### src/rtl/dsp_sts_pkg.sv
package dsp_sts_pkg;

  localparam logic [1:0] ADDR_STATUS = 2'd0;
  localparam logic [1:0] ADDR_CTRL   = 2'd1;
  localparam logic [1:0] ADDR_SWRST  = 2'd2;

  // status word bit positions (software decodes these)
  localparam int ST_BUSY      = 0;
  localparam int ST_DESC_EMP  = 1;
  localparam int ST_DESC_FULL = 2;
  localparam int ST_RSP_EMP   = 3;
  localparam int ST_RSP_FULL  = 4;
  localparam int ST_HALTED    = 5;
  localparam int ST_RESETTING = 6;
  localparam int ST_ERR_HALT  = 7;
  localparam int ST_EARLY_HLT = 8;
  localparam int ST_IRQ       = 9;
  localparam int ST_USED      = 10;

  // control word bit positions
  localparam int CT_HALT_REQ  = 0;
  localparam int CT_RESUME    = 1;
  localparam int CT_ERR_EN    = 2;
  localparam int CT_EARLY_EN  = 3;

  typedef struct packed {
    logic irq;
    logic early;
    logic err;
  } sticky_t;

endpackage

### src/rtl/dsp_lvl_flags.sv
module dsp_lvl_flags #(
  parameter int DEPTH = 8,
  localparam int LW = $clog2(DEPTH + 1)
) (
  input  logic [LW-1:0] lvl_i,
  output logic          empty_o,
  output logic          full_o
);

  localparam logic [LW-1:0] FULL_LVL = LW'(DEPTH);

  always_comb begin
    empty_o = (lvl_i == '0);
    full_o  = (lvl_i >= FULL_LVL);
  end

endmodule

### src/rtl/dsp_reset_seq.sv
module dsp_reset_seq #(
  parameter int RST_MIN_CYC = 4,
  localparam int CW = $clog2(RST_MIN_CYC + 1)
) (
  input  logic clk_i,
  input  logic rst_n,
  input  logic start_i,
  input  logic movers_idle_i,
  output logic resetting_o
);

  localparam logic [CW-1:0] LAST = CW'(RST_MIN_CYC - 1);

  logic          act_q, act_n;
  logic [CW-1:0] cnt_q, cnt_n;
  logic          seq_en;

  always_comb begin
    act_n = act_q;
    cnt_n = cnt_q;
    if (start_i) begin
      act_n = 1'b1;
      cnt_n = '0;
    end else if (act_q) begin
      if ((cnt_q >= LAST) && movers_idle_i) begin
        act_n = 1'b0;
      end else if (cnt_q < LAST) begin
        cnt_n = cnt_q + 1'b1;
      end
    end
    seq_en = start_i | act_q;
  end

  always_ff @(posedge clk_i or negedge rst_n) begin
    if (!rst_n) begin
      act_q <= 1'b0;
      cnt_q <= '0;
    end else if (seq_en) begin
      act_q <= act_n;
      cnt_q <= cnt_n;
    end
  end

  assign resetting_o = act_q;

endmodule

### src/rtl/dsp_stop_ctl.sv
module dsp_stop_ctl
  import dsp_sts_pkg::*;
(
  input  logic    clk_i,
  input  logic    rst_n,
  input  logic    clr_i,
  input  logic    halt_req_i,
  input  logic    resume_i,
  input  logic    err_en_i,
  input  logic    early_en_i,
  input  logic    err_beat_i,
  input  logic    early_evt_i,
  input  logic    movers_idle_i,
  input  sticky_t w1c_i,
  output logic    halted_o,
  output logic    pending_o,
  output sticky_t sticky_o
);

  logic    halted_q, halted_n;
  logic    pend_q, pend_n;
  sticky_t stk_q, stk_n;
  logic    err_hit, early_hit, drain_done, set_halt, upd_en;

  always_comb begin
    err_hit    = err_en_i & err_beat_i & ~clr_i;
    early_hit  = early_en_i & early_evt_i & ~clr_i;
    drain_done = pend_q & movers_idle_i & ~resume_i & ~clr_i;
    set_halt   = drain_done | err_hit | early_hit;

    pend_n = pend_q;
    if (clr_i || resume_i || drain_done) begin
      pend_n = 1'b0;
    end else if (halt_req_i && !halted_q) begin
      pend_n = 1'b1;
    end

    halted_n = halted_q;
    if (clr_i || resume_i) halted_n = 1'b0;
    if (set_halt)          halted_n = 1'b1;

    if (clr_i) begin
      stk_n = '0;
    end else begin
      stk_n.err   = err_hit   | (stk_q.err   & ~w1c_i.err);
      stk_n.early = early_hit | (stk_q.early & ~w1c_i.early);
      stk_n.irq   = set_halt  | (stk_q.irq   & ~w1c_i.irq);
    end

    upd_en = clr_i | resume_i | halt_req_i | set_halt | (|w1c_i);
  end

  always_ff @(posedge clk_i or negedge rst_n) begin
    if (!rst_n) begin
      halted_q <= 1'b0;
      pend_q   <= 1'b0;
      stk_q    <= '0;
    end else if (upd_en) begin
      halted_q <= halted_n;
      pend_q   <= pend_n;
      stk_q    <= stk_n;
    end
  end

  assign halted_o  = halted_q;
  assign pending_o = pend_q;
  assign sticky_o  = stk_q;

endmodule

### src/rtl/dsp_status_ctl.sv
module dsp_status_ctl
  import dsp_sts_pkg::*;
#(
  parameter int RD_DEPTH    = 8,
  parameter int WR_DEPTH    = 8,
  parameter int RSP_DEPTH   = 8,
  parameter int LEN_W       = 32,
  parameter int RST_MIN_CYC = 4,
  localparam int RD_LW  = $clog2(RD_DEPTH + 1),
  localparam int WR_LW  = $clog2(WR_DEPTH + 1),
  localparam int RSP_LW = $clog2(RSP_DEPTH + 1)
) (
  input  logic              clk_i,
  input  logic              rst_ni,
  input  logic [RD_LW-1:0]  rd_cmd_lvl_i,
  input  logic [WR_LW-1:0]  wr_cmd_lvl_i,
  input  logic [RSP_LW-1:0] rsp_lvl_i,
  input  logic              rd_busy_i,
  input  logic              wr_busy_i,
  input  logic              wr_err_beat_i,
  input  logic              wr_eop_i,
  input  logic              wr_pkt_mode_i,
  input  logic [LEN_W-1:0]  wr_bytes_left_i,
  input  logic              desc_push_i,
  output logic              desc_push_ok_o,
  output logic              dispatch_en_o,
  output logic              irq_o,
  input  logic              reg_wr_i,
  input  logic              reg_rd_i,
  input  logic [1:0]        reg_addr_i,
  input  logic [31:0]       reg_wdata_i,
  output logic [31:0]       reg_rdata_o
);

  // reset: asserted asynchronously, released on a clock edge
  logic [1:0] rsync_q;
  logic       rst_n_s;

  always_ff @(posedge clk_i or negedge rst_ni) begin
    if (!rst_ni) rsync_q <= 2'b00;
    else         rsync_q <= {rsync_q[0], 1'b1};
  end
  assign rst_n_s = rsync_q[1];

  // queue flags
  logic rd_emp, rd_full, wr_emp, wr_full, rsp_emp, rsp_full;

  dsp_lvl_flags #(.DEPTH(RD_DEPTH)) u_rd_flags (
    .lvl_i(rd_cmd_lvl_i), .empty_o(rd_emp), .full_o(rd_full));
  dsp_lvl_flags #(.DEPTH(WR_DEPTH)) u_wr_flags (
    .lvl_i(wr_cmd_lvl_i), .empty_o(wr_emp), .full_o(wr_full));
  dsp_lvl_flags #(.DEPTH(RSP_DEPTH)) u_rsp_flags (
    .lvl_i(rsp_lvl_i), .empty_o(rsp_emp), .full_o(rsp_full));

  // register decode
  logic    wr_sts, wr_ctl, sw_rst_req, halt_req, resume;
  logic    early_evt, movers_idle;
  sticky_t w1c;

  always_comb begin
    wr_sts     = reg_wr_i & (reg_addr_i == ADDR_STATUS);
    wr_ctl     = reg_wr_i & (reg_addr_i == ADDR_CTRL);
    sw_rst_req = reg_wr_i & (reg_addr_i == ADDR_SWRST) & reg_wdata_i[0];
    halt_req   = wr_ctl & reg_wdata_i[CT_HALT_REQ];
    resume     = wr_ctl & reg_wdata_i[CT_RESUME];
    w1c.irq    = wr_sts & reg_wdata_i[ST_IRQ];
    w1c.early  = wr_sts & reg_wdata_i[ST_EARLY_HLT];
    w1c.err    = wr_sts & reg_wdata_i[ST_ERR_HALT];
    early_evt  = wr_eop_i & wr_pkt_mode_i & (wr_bytes_left_i != '0);
    movers_idle = ~rd_busy_i & ~wr_busy_i;
  end

  // stored enables
  logic err_en_q, early_en_q;

  always_ff @(posedge clk_i or negedge rst_n_s) begin
    if (!rst_n_s) begin
      err_en_q   <= 1'b0;
      early_en_q <= 1'b0;
    end else if (wr_ctl) begin
      err_en_q   <= reg_wdata_i[CT_ERR_EN];
      early_en_q <= reg_wdata_i[CT_EARLY_EN];
    end
  end

  // reset phase
  logic resetting;

  dsp_reset_seq #(.RST_MIN_CYC(RST_MIN_CYC)) u_rst_seq (
    .clk_i         (clk_i),
    .rst_n         (rst_n_s),
    .start_i       (sw_rst_req),
    .movers_idle_i (movers_idle),
    .resetting_o   (resetting)
  );

  // halt control
  logic    halted, halt_pend;
  sticky_t stk;

  dsp_stop_ctl u_stop (
    .clk_i         (clk_i),
    .rst_n         (rst_n_s),
    .clr_i         (sw_rst_req | resetting),
    .halt_req_i    (halt_req),
    .resume_i      (resume),
    .err_en_i      (err_en_q),
    .early_en_i    (early_en_q),
    .err_beat_i    (wr_err_beat_i),
    .early_evt_i   (early_evt),
    .movers_idle_i (movers_idle),
    .w1c_i         (w1c),
    .halted_o      (halted),
    .pending_o     (halt_pend),
    .sticky_o      (stk)
  );

  // status word
  logic [31:0] sts_w;
  logic [31:0] ctl_w;

  always_comb begin
    sts_w               = '0;
    sts_w[ST_BUSY]      = ~rd_emp | ~wr_emp | ~movers_idle;
    sts_w[ST_DESC_EMP]  = rd_emp & wr_emp;
    sts_w[ST_DESC_FULL] = rd_full | wr_full;
    sts_w[ST_RSP_EMP]   = rsp_emp;
    sts_w[ST_RSP_FULL]  = rsp_full;
    sts_w[ST_HALTED]    = halted;
    sts_w[ST_RESETTING] = resetting;
    sts_w[ST_ERR_HALT]  = stk.err;
    sts_w[ST_EARLY_HLT] = stk.early;
    sts_w[ST_IRQ]       = stk.irq;

    ctl_w               = '0;
    ctl_w[CT_ERR_EN]    = err_en_q;
    ctl_w[CT_EARLY_EN]  = early_en_q;
  end

  // read port, one cycle latency
  logic [31:0] rdata_q, rdata_n;

  always_comb begin
    unique case (reg_addr_i)
      ADDR_STATUS: rdata_n = sts_w;
      ADDR_CTRL:   rdata_n = ctl_w;
      default:     rdata_n = '0;
    endcase
  end

  always_ff @(posedge clk_i or negedge rst_n_s) begin
    if (!rst_n_s)      rdata_q <= '0;
    else if (reg_rd_i) rdata_q <= rdata_n;
  end

  assign reg_rdata_o    = rdata_q;
  assign desc_push_ok_o = desc_push_i & ~resetting;
  assign dispatch_en_o  = ~halted & ~halt_pend & ~resetting;
  assign irq_o          = stk.irq;

endmodule

### config.mk
export PLATFORM = sky130hd
export DESIGN_NAME = dsp_status_ctl
export DESIGN_NICKNAME = d
export VERILOG_FILES = /design/src/rtl/dsp_sts_pkg.sv /design/src/rtl/dsp_lvl_flags.sv /design/src/rtl/dsp_reset_seq.sv /design/src/rtl/dsp_stop_ctl.sv /design/src/rtl/dsp_status_ctl.sv
export SDC_FILE = /design/constraint.sdc
export NUM_CORES = 1
export LEC_CHECK = 0
export BUFFER_PORTS_ARGS = -buffer_cell sky130_fd_sc_hd__buf_2
export CORE_ASPECT_RATIO = 0.8
export CORE_MARGIN = 3
export CORE_UTILIZATION = 38
export CTS_BUF_LIST = sky130_fd_sc_hd__clkbuf_4 sky130_fd_sc_hd__clkbuf_8
export CTS_CLUSTER_DIAMETER = 50
export CTS_CLUSTER_SIZE = 28
export DETAILED_ROUTE_END_ITERATION = 10
export PLACE_DENSITY = 0.82
export RECOVER_POWER = 25
export SKIP_CTS_REPAIR_TIMING = 1
export SLEW_MARGIN = 0
export SYNTH_ARGS = -nofsm -noshare
export SYNTH_HDL_FRONTEND = slang
export SYNTH_SLANG_ARGS = --single-unit
### constraint.sdc
create_clock -name clk_i -period 0.9 [get_ports clk_i]
set_input_delay 0.27 -clock clk_i [delete_from_list [all_inputs] [get_ports clk_i]]
set_output_delay 0.27 -clock clk_i [all_outputs]
set_load 0.01 [all_outputs]
==> flow_summary_export.csv <==
group,metric,value,unit
route,antenna_left,0,
route,top_layer,"met4",
cells_and_area,num-nets-final,344,
logic_synthesis,synth-edff-count,0,
cells_and_area,antenna_cells,0,
worst_setup_path,critPathMaxStageDelay,0.37,ns
die,start_util,41.4,%
route,viasPerCell,4.79,
cells_and_area,drive_gt1_share,59.7,%
logic_synthesis,synthTopCellsByArea,"dfrtp_1, buf_4, nor4_1, nand3_1, o21ai_0",
clocking,cts_root_buf,"clkbuf_8",
power_and_ir_drop,power.density,1680,nW/um2
route,dr.pass1.iters,4,
sta,rsz0062_at_grt,"true",
cells_and_area,fill_cells,247,
worst_setup_path,required,1.06,ns
clocking,clkTransAtPathRegs,0.08,ns
logic_synthesis,synth_compound_area_share,11.3,%
logic_synthesis,yosysWarningCount,0,
logic_synthesis,async_reset_ff_share,100,%
logic_synthesis,synth_ff_type,"dfrtp_1",
die,die-area,4260,um2
sta,hold_viol_final,0,
grt,antenna_found_initial,0,
clocking,cts_buffer_depth,2,
grt,grt_pass1_wl,5.48,mm
logic_synthesis,synth_seq_cells,23,
sta,finalClockSkew,0.00388,ns
route,drtIter0Drc,42,
sta,finalCritPeriodShare,160,%
sta,setup_violations,24,
power_and_ir_drop,ir_drop,975,uV
die,die_x,72.2,um
grt,grt_start_max_net_pins,17,
clocking,numCtsBuffers,3,
cells_and_area,final_common_cell,"buf_2",
grt,grt_overflow,0,
worst_setup_path,crit_fanout,3,
logic_synthesis,synth_cell_type_count,36,
sta,fmax,692,MHz
logic_synthesis,synth_top_cell_area_share,43.2,%
cells_and_area,areaGrowthSynthToFinish,69.8,%
clocking,clk_latency,0.26,ns
logic_synthesis,syn_inst,144,
placement,port_buffers,75,
logic_synthesis,synth_top_family_by_area,"simple AND/OR/NAND/NOR gates",
status,outcome,"finished with violations",
worst_setup_path,crit_arrival,1.60,ns
route,wl_met3,217,um
sta,period_needed,1.44,ns
clocking,cts_tree,"built",
logic_synthesis,synth-simple-area-share,22.2,%
worst_setup_path,path_cells,"ha_2 > ha_4 > inv_2 > o311ai_4 > xor2_1 > nor2_1",
die,die-height,59.0,um
cells_and_area,final_cell_mix,"buf_2, buf_4, conb_1",
logic_synthesis,syn_avg_cell_area,9.26,um2
die,rows,18,
route,vias,1403,
route,finalWirelength,3.97,mm
min_path,worstHoldPathType,"reg -> async",
logic_synthesis,synth.largest_area_cell,"dfrtp_1",
die,core,3220,um2
route,avgRoutedWirePerCell,13.5,um
status,violations,"setup timing",
sta,whs,0.120,ns
worst_setup_path,reg2reg_depth,6,
sta,tns,-5.63,ns
route,drc,0,
sta,maxSlewViolCount,0,
power_and_ir_drop,leakage,1.12,nW
placement,finalWeightedCongestion,0.791,
logic_synthesis,synthMuxAreaShare,3.28,%
worst_setup_path,crit_type,"reg -> reg",
worst_setup_path,cpMaxStageDelayCell,"dfrtp_1",
clocking,htreeDepth,1,
die,pin_count,123,
worst_setup_path,worst_setup_path_start_kind,"register",
worst_setup_path,endpoint_kind,"register",
logic_synthesis,netlist_area,1330,um2
placement,place_hpwl,3.04,mm
logic_synthesis,ys_seq_area_share,43.2,%
grt,grt_pass1_vias,1275,
logic_synthesis,synthAdderAreaFrac,1.88,%
job,drv_cap,0,
route,routed-wl-met2,2.09,mm
logic_synthesis,synthXorXnorAreaFrac,0.657,%
sta,timing.final.ws_setup,-0.544,ns
grt,grt_usage,16.4,%
clocking,clock-sinks,23,
route,wl_met1,1.61,mm
-- cell usage after synthesis (3+ instances only) --
cell type / instances
buf_4: 23
dfrtp_1: 23
inv_1: 11
nand3_1: 11
o21ai_0: 10
nor4_1: 9
nor2_1: 8
a21oi_1: 6
nand2_1: 5
mux2_2: 3
-- sequential cells by signal (all words and copies together) (netlist names) --
signal	flops
u_rst_seq.cnt_q	3
reg_rdata_o	10
early_en_q	1
u_stop.pending_o	1
u_rst_seq.resetting_o	1
u_stop.sticky_o	3
rsync_q	2
err_en_q	1
u_stop.halted_o	1
-- metal layers --
layer  track usage, %  vias to the layer above
li1                 -                      680
met1             21.0                      671
met2             29.1                       46
met3             3.56                        6
met4             2.41                        0
met5                0                        -
-- area by class of cell --
cell class	instances	area [um2]	share of cell area [%]
multi-input combinational	105	821	36.2
clock buffer	3	41.3	1.82
clock inverter	1	5.00	0.221
inverter	11	41.3	1.82
sequential	23	577	25.5
timing repair buffer	110	729	32.2
tap	40	50.0	2.21
-- metrics by stage --
step	setup slack (ns)	utilization, %	power (mW)	cell area, um2	std cells
final	-0.544	70.3	3.81	2260	293
after global routing	-0.605	70.3	4.07	2260	293
after CTS	-0.501	60.3	3.38	1940	279
after detailed placement	-0.531	58.8	2.74	1890	275
after global placement	-0.471	58.8	2.69	1890	275
after floorplan	-0.428	-	2.23	1500	165
-- cells by family after synthesis --
group,after synthesis
XOR/XNOR,1
multiplexers,4
buffers and inverters,37
adder cells (fa/ha/maj),2
flip-flops,23
AO/OA/AOI/OAI,25
other,2
AND/OR/NAND/NOR,50
-- worst paths after layout --
path | start | end | slack (ns)
max | u_rst_seq.cnt_q[1]$_DFFE_PN0P_ | u_rst_seq.cnt_q[0]$_DFFE_PN0P_ | -0.54
min | rsync_q[1]$_DFF_PN0_ | reg_rdata_o[4]$_DFFE_PN0P_ | 0.12
max reg2reg | u_rst_seq.cnt_q[1]$_DFFE_PN0P_ | u_rst_seq.cnt_q[0]$_DFFE_PN0P_ | -0.54
min reg2reg | rsync_q[1]$_DFF_PN0_ | reg_rdata_o[4]$_DFFE_PN0P_ | 0.12
max in group asynchronous | rsync_q[1]$_DFF_PN0_ | u_rst_seq.resetting_o$_DFFE_PN0N_ | 0.40
min in group clk_i | reg_wdata_i[2] | err_en_q$_DFFE_PN0N_ | 0.24
-- critical path: cells and delay by family, from the launching register on --
family / cells / cell delay [ns]
flip-flops: 1 / 0.37
AO/OA/AOI/OAI: 1 / 0.32
AND/OR/NAND/NOR: 1 / 0.07
adder cells (fa/ha/maj): 2 / 0.32
XOR/XNOR: 1 / 0.22
buffers and inverters: 1 / 0.04
-- where the power goes --
| part | total [mW] | internal (mW) | switching [mW] |
|---|---|---|---|
| logic | 1.73 | 0.947 | 0.785 |
| clock network | 0.644 | 0.309 | 0.335 |
| registers | 1.44 | 1.26 | 0.180 |
Note: power is estimated with default switching activity, not from simulation.
